### src/rtl/pmf_pkg.sv
package pmf_pkg;
  localparam int EW   = 6;
  localparam int FW   = 5;
  localparam int DW   = 1 + EW + FW;
  localparam int EMAX = (1 << EW) - 1;

  typedef logic [DW-1:0] fp_t;
  typedef enum logic [1:0] {TAP_ZERO, TAP_POS, TAP_NEG, TAP_EIGHTH} tap_e;

  typedef struct packed {
    logic comb_en;
    logic comb_long;
    tap_e b0;
    tap_e b1;
    tap_e a1;
    tap_e a2;
  } cfg_t;

  function automatic logic [EW-1:0] fp_exp(fp_t x);
    return x[DW-2:FW];
  endfunction

  // exponent zero means zero, whatever the other bits hold
  function automatic fp_t fp_canon(fp_t x);
    return (fp_exp(x) == '0) ? '0 : x;
  endfunction

  function automatic fp_t fp_neg(fp_t x);
    return (fp_exp(x) == '0) ? '0 : {~x[DW-1], x[DW-2:0]};
  endfunction

  function automatic fp_t fp_eighth(fp_t x);
    if (fp_exp(x) <= EW'(3)) return '0;
    return {x[DW-1], fp_exp(x) - EW'(3), x[FW-1:0]};
  endfunction

  function automatic fp_t fp_tap(tap_e t, fp_t x);
    case (t)
      TAP_POS:    return x;
      TAP_NEG:    return fp_neg(x);
      TAP_EIGHTH: return fp_eighth(x);
      default:    return '0;
    endcase
  endfunction

  function automatic fp_t fp_add(fp_t a, fp_t b);
    fp_t big, sml;
    logic [EW-1:0] eb, d;
    logic [FW:0] mb, sh;
    logic [FW+1:0] s;
    int sft;
    if (fp_exp(a) == '0) return (fp_exp(b) == '0) ? '0 : b;
    if (fp_exp(b) == '0) return a;
    if (a[DW-2:0] >= b[DW-2:0]) begin big = a; sml = b; end
    else begin big = b; sml = a; end
    eb = fp_exp(big);
    d  = eb - fp_exp(sml);
    mb = {1'b1, big[FW-1:0]};
    sh = {1'b1, sml[FW-1:0]} >> d;
    if (big[DW-1] == sml[DW-1]) begin
      s = {1'b0, mb} + {1'b0, sh};
      if (s[FW+1]) begin
        if (eb == EW'(EMAX)) return {big[DW-1], {(DW-1){1'b1}}};
        return {big[DW-1], eb + EW'(1), s[FW:1]};
      end
      return {big[DW-1], eb, s[FW-1:0]};
    end
    s = {1'b0, mb - sh};
    if (s == '0) return '0;
    sft = FW + 1;
    for (int i = 0; i <= FW; i++) if (s[i]) sft = FW - i;
    if (int'(eb) <= sft) return '0;
    s = s << sft;
    return {big[DW-1], EW'(int'(eb) - sft), s[FW-1:0]};
  endfunction

  function automatic cfg_t mode_cfg(logic [2:0] m);
    cfg_t c;
    c = '{comb_en: 1'b0, comb_long: 1'b0, b0: TAP_POS, b1: TAP_ZERO,
          a1: TAP_ZERO, a2: TAP_ZERO};
    case (m)
      3'd0: c.b1 = TAP_NEG;
      3'd1: c.a1 = TAP_POS;
      3'd2: c.comb_en = 1'b1;
      3'd3: begin c.comb_en = 1'b1; c.comb_long = 1'b1; c.a2 = TAP_NEG; end
      3'd4: begin c.comb_en = 1'b1; c.a1 = TAP_POS; end
      3'd5: begin c.comb_en = 1'b1; c.b0 = TAP_EIGHTH; c.a1 = TAP_POS; end
      default: ;
    endcase
    return c;
  endfunction
endpackage

### src/rtl/pmf_comb.sv
module pmf_comb
  import pmf_pkg::*;
#(
  parameter int SHORT_N = 8,
  parameter int LONG_N  = 16
) (
  input  logic clk,
  input  logic clr,
  input  logic take,
  input  logic comb_en,
  input  logic comb_long,
  input  fp_t  x,
  output logic v_valid,
  output fp_t  v_data
);
  localparam int DEPTH = LONG_N;

  fp_t line [DEPTH];
  fp_t x_c, x_old, v_next;

  assign x_c    = fp_canon(x);
  assign x_old  = comb_long ? line[LONG_N-1] : line[SHORT_N-1];
  assign v_next = comb_en ? fp_add(x_c, fp_neg(x_old)) : x_c;

  always_ff @(posedge clk) begin
    if (clr) line[0] <= '0;
    else if (take) line[0] <= x_c;
  end

  for (genvar k = 1; k < DEPTH; k++) begin : g_tap
    always_ff @(posedge clk) begin
      if (clr) line[k] <= '0;
      else if (take) line[k] <= line[k-1];
    end
  end

  always_ff @(posedge clk) begin
    if (clr) begin
      v_valid <= 1'b0;
      v_data  <= '0;
    end else begin
      v_valid <= take;
      if (take) v_data <= v_next;
    end
  end

  // with the comb off the stage forwards the canonical sample
  a_r9_comb_off: assert property (@(posedge clk) disable iff (clr)
    (take && !comb_en) |=> (v_valid && v_data == fp_canon($past(x))));
endmodule

### src/rtl/pmf_sos.sv
module pmf_sos
  import pmf_pkg::*;
(
  input  logic clk,
  input  logic clr,
  input  logic v_valid,
  input  fp_t  v_data,
  input  cfg_t cfg,
  output logic y_valid,
  output fp_t  y_data
);
  fp_t v1, y1, y2;
  fp_t t_b0, t_b1, t_a1, t_a2, sum_ff, sum_all;

  assign t_b0    = fp_tap(cfg.b0, v_data);
  assign t_b1    = fp_tap(cfg.b1, v1);
  assign t_a1    = fp_tap(cfg.a1, y1);
  assign t_a2    = fp_tap(cfg.a2, y2);
  assign sum_ff  = fp_add(t_b0, t_b1);
  assign sum_all = fp_add(fp_add(sum_ff, t_a1), t_a2);

  always_ff @(posedge clk) begin
    if (clr) begin
      y_valid <= 1'b0;
      v1 <= '0;
      y1 <= '0;
      y2 <= '0;
    end else begin
      y_valid <= v_valid;
      if (v_valid) begin
        v1 <= v_data;
        y1 <= sum_all;
        y2 <= y1;
      end
    end
  end

  assign y_data = y1;

  // no output word carries a zero exponent with other bits set
  a_r1_canonical_zero: assert property (@(posedge clk) disable iff (clr)
    y_valid |-> (y_data[DW-2:FW] != '0 || y_data == '0));
endmodule

### src/rtl/pmf_filter_top.sv
module pmf_filter_top
  import pmf_pkg::*;
#(
  parameter int SHORT_N = 8,
  parameter int LONG_N  = 16
) (
  input  logic          clk,
  input  logic          rst,
  input  logic [2:0]    mode,
  input  logic          in_valid,
  input  logic [DW-1:0] in_data,
  output logic          out_valid,
  output logic [DW-1:0] out_data
);
  logic [2:0] mode_q;
  logic mode_chg, clr, take, v_valid;
  fp_t  v_data;
  cfg_t cfg;

  always_ff @(posedge clk) mode_q <= mode;

  assign mode_chg = !rst && (mode != mode_q);
  assign clr      = rst || mode_chg;
  assign take     = in_valid && !mode_chg;
  assign cfg      = mode_cfg(mode_q);

  pmf_comb #(.SHORT_N(SHORT_N), .LONG_N(LONG_N)) u_comb (
    .clk(clk), .clr(clr), .take(take),
    .comb_en(cfg.comb_en), .comb_long(cfg.comb_long),
    .x(in_data), .v_valid(v_valid), .v_data(v_data)
  );

  pmf_sos u_sos (
    .clk(clk), .clr(clr), .v_valid(v_valid), .v_data(v_data),
    .cfg(cfg), .y_valid(out_valid), .y_data(out_data)
  );

  // every output strobe traces back to an input two cycles earlier
  a_r10_no_orphan: assert property (@(posedge clk) disable iff (rst)
    out_valid |-> $past(in_valid, 2));
  // an accepted input not disturbed by a mode change comes out
  a_r10_latency: assert property (@(posedge clk) disable iff (rst)
    (take ##1 !mode_chg) |=> out_valid);
  // a mode change leaves an empty, zeroed output
  a_r11_clear: assert property (@(posedge clk) disable iff (rst)
    mode_chg |=> (!out_valid && out_data == '0));
endmodule

### config.mk
export PLATFORM = sky130hd
export DESIGN_NAME = pmf_filter_top
export DESIGN_NICKNAME = d
export VERILOG_FILES = /design/src/rtl/pmf_pkg.sv /design/src/rtl/pmf_comb.sv /design/src/rtl/pmf_sos.sv /design/src/rtl/pmf_filter_top.sv
export SDC_FILE = /design/constraint.sdc
export NUM_CORES = 1
export LEC_CHECK = 0
export CORE_MARGIN = 2
export CORE_UTILIZATION = 45
export DETAILED_ROUTE_END_ITERATION = 6
export GPL_ROUTABILITY_DRIVEN = 0
export GPL_TIMING_DRIVEN = 0
export SLEW_MARGIN = 25
export SYNTH_ARGS = -nofsm -noshare
export SYNTH_HDL_FRONTEND = slang
export SYNTH_SLANG_ARGS = --single-unit
### constraint.sdc
create_clock -name clk -period 24.3 [get_ports clk]
set_input_delay 3.645 -clock clk [delete_from_list [all_inputs] [get_ports clk]]
set_output_delay 3.645 -clock clk [all_outputs]
set_load 0.1 [all_outputs]
* After elaboration in Yosys (flattened, before gate mapping)
Memories as Yosys holds them, arrays and structs flattened.
Cells that the tools add are included.
** Word-level totals
- Bits in registers :: 53
- Bits in latches :: 0
- Bits in writable memories :: 192
- ROM bits :: 0
- Output and inout bits :: 13
- Logic and storage cells :: 400
- Memories kept :: 1
** Memories
- u_comb.line :: depth 16, width 12, rd ports 16, clocked after memory_dff 0, write ports 16, line pmf_comb.sv:18 : fp_t line [DEPTH];
** Operators by class
- Add/sub/neg operators :: 24
- Multipliers :: 0
- Div/mod/pow operators :: 0
- Order comparisons :: 12
- Equality and inequality tests :: 26
- Shift operators :: 8
- Mux-type cells :: 275
- Bitwise logic cells :: 21
- Reduce and logical (&&, ||, !) cells :: 26
** Operators by type and width (number)
- two-way mux 12 bit :: 116
- two-way mux 32 bit :: 16
- one-hot mux 12 bit (3 select lines) :: 4
- <= comparator 7 x 32 -> 1 bit :: 4
- << shifter 6 x 32 -> 5 bit :: 4
- two-way mux 1 bit :: 112
- zero test 6 bit :: 18
- subtractor 6 bit :: 12
- two-way mux 3 bit :: 16
- >= comparator 11 bit :: 4
- adder 6 x 6 -> 7 bit :: 4
- adder 6 x 1 -> 6 bit (second input constant) :: 4
- == test 6 bit (second input constant) :: 4
- <= comparator 6 x 2 -> 1 bit (second input constant) :: 4
- right shift 6 x 6 -> 6 bit :: 4
- subtractor 6 x 2 -> 6 bit (second input constant) :: 4
- two-way mux 2 bit :: 11
- OR 1 bit :: 16
- == test 2 bit (second input constant) :: 6
- == test 2 x 1 -> 1 bit (second input constant) :: 3
- == test 3 x 2 -> 1 bit (second input constant) :: 2
- == test 3 bit (second input constant) :: 2
- NOT 1 bit :: 5
- == test 1 bit :: 4
- other kinds (10) :: 13

* Logic depth before layout (Yosys ltp)
- Depth in word-level cells :: 93
- Gate-level depth with buffers :: 143

* By module
From an unflattened synthesis, not the netlist that was laid out.
** Second synthesis, totals
- Cell total of the unflattened synthesis :: 2395
- Area total of the unflattened synthesis :: 20646.1 um^2
** By module, submodules not included
- pmf_sos :: times used 1, cells each 1507, area each 10304.9 um^2
- pmf_comb :: times used 1, cells each 866, area each 10178.5 um^2
- pmf_filter_top :: times used 1, cells each 22, area each 162.7 um^2

* Worst setup path after synthesis
No wires, ideal clock.
- Kind :: reg-to-reg
- From :: register mode_q[1]
- To :: register u_sos.y1[8], in the netlist u_sos.y_data[8]
- Arrival time :: 22885 ps
- Path slack :: 1329 ps
- Cell stages (with the launch flop) :: 132
- Buffers on the path :: 11
- Cell sequence :: dfxtp_1 buf_6 nand4bb_4 or3_1 o21ai_0 inv_1 ha_1 clkbuf_8 nand4_1 o22ai_1 a2111o_1 nor2_1 buf_4 clkbuf_1 clkbuf_1 nor3_1 a21oi_1 ha_1 [96 not listed] nand2_1 or3_1 ha_1 clkbuf_1 a21oi_1 xor2_1 buf_2 a21boi_0 ha_1 fa_1 inv_1 a21oi_1 a31oi_1 nor3_1 nor2_1 a21boi_1 a221oi_1 a211oi_1
** Between the ends
- Longest elaborated chain between the ends :: 88
- Elaborated cells on any way between the ends :: 235
- Classes of those cells :: add/sub: 15; order compare: 6; eq/ne: 23; shift: 5; mux: 173; reduce/logical: 13
** RTL lines
- from (decl) :: line pmf_filter_top.sv:15 : logic [2:0] mode_q;
- from (signal assigned) :: line pmf_filter_top.sv:20 : always_ff @(posedge clk) mode_q <= mode;
- == test 3 bit or zero test 3 bit (tied branches) :: line pmf_pkg.sv:81 : case (m)
- two-way mux 2 bit :: line pmf_pkg.sv:81
- == test 2 bit, or another cell as far along
- one-hot mux 12 bit (3 select lines) :: line pmf_pkg.sv:38 : case (t)
- >= comparator 11 bit :: line pmf_pkg.sv:54 : if (a[DW-2:0] >= b[DW-2:0]) begin big = a; sml = b; end
- two-way mux 12 bit (2 in a row) :: line pmf_pkg.sv:54
- two-way mux 12 bit :: line pmf_pkg.sv:53 : if (fp_exp(b) == '0) return a;
- subtractor 6 bit :: line pmf_pkg.sv:57 : d = eb - fp_exp(sml);
- [71 not listed]
- two-way mux 1 bit :: line pmf_pkg.sv:68 : s = {1'b0, mb - sh};
- two-way mux 1 bit :: line pmf_pkg.sv:54
- two-way mux 1 bit :: line pmf_pkg.sv:53
- two-way mux 12 bit :: line pmf_pkg.sv:73 : s = s << sft;
- two-way mux 12 bit :: line pmf_pkg.sv:70 : sft = FW + 1;
- two-way mux 12 bit :: line pmf_pkg.sv:68
- two-way mux 12 bit :: line pmf_pkg.sv:54
- two-way mux 12 bit :: line pmf_pkg.sv:53
- to (signal assigned) :: line pmf_sos.sv:32 : y1 <= sum_all;
- to (decl) :: line pmf_sos.sv:12 : fp_t v1, y1, y2;
Several ways; a longest one is shown, not always the timed one. The select of a mux whose other input is x is not followed.
A chain may end at the register's enable or synchronous reset.

* Final worst setup path
- From :: register u_comb.v_data[7]
- To :: register u_sos.y1[7], in the netlist u_sos.y_data[7]
** Between the ends
- Longest elaborated chain between the ends :: 89
- Elaborated cells on any way between the ends :: 199
- Classes of those cells :: add/sub: 16; order compare: 7; eq/ne: 6; shift: 5; mux: 158; reduce/logical: 7
** RTL lines
- from (decl) :: line pmf_comb.sv:14 : output fp_t v_data
- from (signal assigned) :: line pmf_comb.sv:43 : if (take) v_data <= v_next;
- <= comparator 6 x 2 -> 1 bit :: line pmf_pkg.sv:33 : if (fp_exp(x) <= EW'(3)) return '0;
- two-way mux 1 bit :: line pmf_pkg.sv:33
- two-way mux 1 bit :: line pmf_pkg.sv:38
- two-way mux 12 bit :: line pmf_pkg.sv:34 : return {x[DW-1], fp_exp(x) - EW'(3), x[FW-1:0]};
- one-hot mux 12 bit (3 select lines) (*) :: line pmf_pkg.sv:38
- >= comparator 11 bit :: line pmf_pkg.sv:54
- two-way mux 12 bit (2 in a row) :: line pmf_pkg.sv:54
- two-way mux 12 bit :: line pmf_pkg.sv:53
- [72 not listed]
- two-way mux 1 bit :: line pmf_pkg.sv:68
- two-way mux 1 bit :: line pmf_pkg.sv:54
- two-way mux 1 bit :: line pmf_pkg.sv:53
- two-way mux 12 bit :: line pmf_pkg.sv:73
- two-way mux 12 bit :: line pmf_pkg.sv:70
- two-way mux 12 bit :: line pmf_pkg.sv:68
- two-way mux 12 bit :: line pmf_pkg.sv:54
- two-way mux 12 bit (*) :: line pmf_pkg.sv:53
Every way passes the cells marked *; elsewhere a longest branch is shown, timed or not. The select of a mux whose other input is x is not followed.

==> out/metrics.cfg <==
[setup_path]
worst_ep_arrival_time_ns=23.45
crit_buf_inv=17
timing.critical_path.from=u_comb.v_data[7]$_SDFFE_PP0P_
critical_path.startpoint_type=flop
path_common_cell=nor2_1
worstReg2RegEnd=u_sos.y_data[7]$_SDFFE_PP0P_
ff2ff_path_depth=137
critical_path.max_fanout=19
cp_slowest_stage_delay_ns=0.46
worst-r2r-setup-slack_ns=1.28
worst-path-stages=137
criticalPathCategory=flop to flop
worst-endpoint-required_ns=24.73
cp-end-kind=flop
regToRegStartpoint=u_comb.v_data[7]$_SDFFE_PP0P_
category_of_cells_accounting_for_the_largest_share_of_critical_path_delay=compound AO/OA/AOI/OAI gates
critPathSlowestCell=or4_4
critical_path.endpoint=u_sos.y_data[7]$_SDFFE_PP0P_

[synthesis]
yosys_warnings=0
synth.net_count=2384
synth.ff_latch_count=245
postSynthCellCount=2249
synth_area_per_cell_um2=8.61
netlist_area_um2=19400
synth-edff-count=192
synth_top_flop_cell=edfxtp_1
ys_async_sr_fraction_pct=0
synthDistinctLibCells=106
yosysSeqAreaShare_pct=35.3

[timing]
max_freq_mhz=43.4
final_critical_path_setup_slack_ns=1.28
final-setup-viol-count=0
clock_skew_ns=0.00977
period_share_pct=94.7
hold_violations=0
final.setup.tns_ns=0
hold_slack_ns=0.499
slew_violations=0
finalCriticalPeriod_ns=23.02
maxSlewHeadroom_pct=31.0
slew_at_the_pin_with_the_worst_max_slew_slack_ns=1.04

[floorplanning]
ioPinCount=31
die-height_um=211
die_width_um=211
row_count=75
design.die.area_um2=44700
initial_utilization_pct=45.9
core_area_um2=42200

[clock_tree]
cts_tree=done
holdBufCountCts=0
ctsLongestPathBuffers=3
worstSkewPairLatency_ns=0.52
cts.htree.levels=1
cts-buffers-inserted=25
cts-root-buf=clkbuf_16
cts.sinks=245
cts.clk_slew.worst_paths_ns=0.07

[placed_design]
preCtsSetupSlack_ns=-4.10
dp_hpwl_um=44500
placement.cell_area_um2=20400
port_buffers=30
placedCellCount=2821

[routing]
number_of_detailed_route_iterations_in_the_first_pass=5
vias_per_cell=6.16
antenna_violating_nets_post_route=0
routed_wl_um=59600
avgRoutedWirePerCell_um=20.5
drt_iter0_markers=1524
post-route-drc-count=0
vias=17867

[global_routing]
global_route.overflow_total=0
grt_pass1_vias=16950
maximum_number_of_pins_on_one_net_before_global_route_repair=84
grt_pass1_wl_um=92300
antenna_found_initial=0
groute.usage.overall_pct=25.9

[cells_and_area]
finalInstanceArea_um2=22100
final_cell_count_no_fill=2901
area_growth_syn_to_layout_pct=14.2
final_layout_size_suffix_gt1_share_pct=11.3
multiInputGateArea_um2=12000
num_antenna_cells=0
fillerInstances=4005
nets=2479
layout.area.seq_um2=6830

[run_status]
status=finished, final reports clean

[pwr]
p_leak_nw=9.58
peak_supply_drop_v=0.0000591
power.density_nw_per_um2=73.8

[hold_path]
worstHoldPathType=flop to flop

[run]
drv_cap=0

cells by family after synthesis:
logic type,Yosys count,synth area share (%)
buffers and inverters,253,5.37
muxes,78,4.19
adders and majority gates,117,8.03
AOI/OAI and AO/OA,601,20.9
DFF,245,35.3
xor gates and xnor gates,61,2.76
and+or+nand+nor,894,23.5
power breakdown:
group	total (mW)	leakage (nW)	internal [mW]	switching (mW)
combinational	0.793	6.41	0.323	0.470
clock	0.377	0.406	0.220	0.157
sequential	0.461	2.76	0.458	0.00372
total	1.63	9.58	1.00	0.632
cells in the final DEF, fill, tap and decap left out, types with 38 or more instances in the layout:
master | Yosys | final
a21oi_1 | 149 | 137
a31oi_1 | 39 | 38
and3_1 | 209 | 208
buf_4 | 8 | 54
clkbuf_1 | 114 | 98
dfxtp_1 | 53 | 51
edfxtp_1 | 192 | 192
ha_1 | 105 | 97
inv_1 | 104 | 102
mux2i_1 | 65 | 65
nand2_1 | 193 | 191
nand3_1 | 62 | 61
nor2_1 | 224 | 212
o21ai_0 | 130 | 126
registers in the layout, indices dropped and copies added, names as in the netlist:
register,count
u_comb.line,192
u_comb.v_valid,1
u_sos.y2,12
u_sos.y_data,12
u_comb.v_data,12
mode_q,3
u_sos.v1,12
u_sos.y_valid,1
layout make-up:
| cell class | instances | area share, % |
|---|---|---|
| Buffer | 138 | 3.01 |
| Clock buffer | 34 | 3.28 |
| Clock inverter | 11 | 0.373 |
| Inverter | 105 | 1.83 |
| Multi-Input combinational cell | 1752 | 54.5 |
| Sequential cell | 245 | 30.9 |
| Tap cell | 539 | 3.05 |
| Timing Repair Buffer | 77 | 3.12 |
stage by stage:
step | total power, mW | util, %
floorplan | 0.972 | -
global placement | 1.11 | 48.2
detailed placement | 1.12 | 48.4
CTS | 1.53 | 50.8
global route | 1.72 | 52.4
finish | 1.63 | 52.4
worst reg2reg max path: cells and delay by family (launching register included):
family	cells	cell delay, ns
AOI/OAI and AO/OA	61	10.64
xor gates and xnor gates	3	0.46
adders and majority gates	15	3.78
buffers and inverters	17	2.23
DFF	1	0.29
and+or+nand+nor	41	5.56
synthesized netlist by cell type (all sizes together) (17+ instances only):
cell    count  area (µm²)
inv       105         394
a211oi     31         255
xor2       19         166
o211ai     26         200
mux2i      65         651
o21a       22         165
nor2b      22         138
nand4      19         119
a21oi     152         772
clkbuf    116         447
ha        105        1310
a31oi      39         244
and2       25         156
xnor2      42         368
dfxtp      53        1060
and3      209        1310
a21o       26         196
nand2     194         731
nor2      225         847
edfxtp    192        5770
nand3      62         310
o21ai     138         706
buf        32         199
o31ai      17         133
nand2b     22         138
nor3       43         231
layer usage:
layer	global-route usage [%]	vias up	wire, µm
li1	-	8538	-
met1	33.8	8538	25700
met2	44.4	638	28300
met3	2.57	153	3270
met4	9.79	0	2330
met5	0	-	0
worst min-delay path by stage:
| stage | start | end | cells past startpoint |
|---|---|---|---|
| floorplan | u_sos.y2[0]$_SDFFE_PP0P_ | u_sos.y2[0]$_SDFFE_PP0P_ | 2 |
| global placement | u_sos.y2[3]$_SDFFE_PP0P_ | u_sos.y2[3]$_SDFFE_PP0P_ | 2 |
| detailed placement | u_sos.y2[0]$_SDFFE_PP0P_ | u_sos.y2[0]$_SDFFE_PP0P_ | 2 |
| CTS | u_sos.y2[0]$_SDFFE_PP0P_ | u_sos.y2[0]$_SDFFE_PP0P_ | 2 |
| global route | u_sos.y2[3]$_SDFFE_PP0P_ | u_sos.y2[3]$_SDFFE_PP0P_ | 2 |
| finish | u_sos.y2[0]$_SDFFE_PP0P_ | u_sos.y2[0]$_SDFFE_PP0P_ | 2 |
timing repair:
action | in CTS | in global routing
endpoints found under the hold margin | 0 | 0
cloned | 0 | 1
buffers inserted | 9 | 35
setup endpoints to repair | 12 | 12
pin swaps | 6 | 37
gates resized for setup | 47 | 104
(Power assumes the default switching activity.)
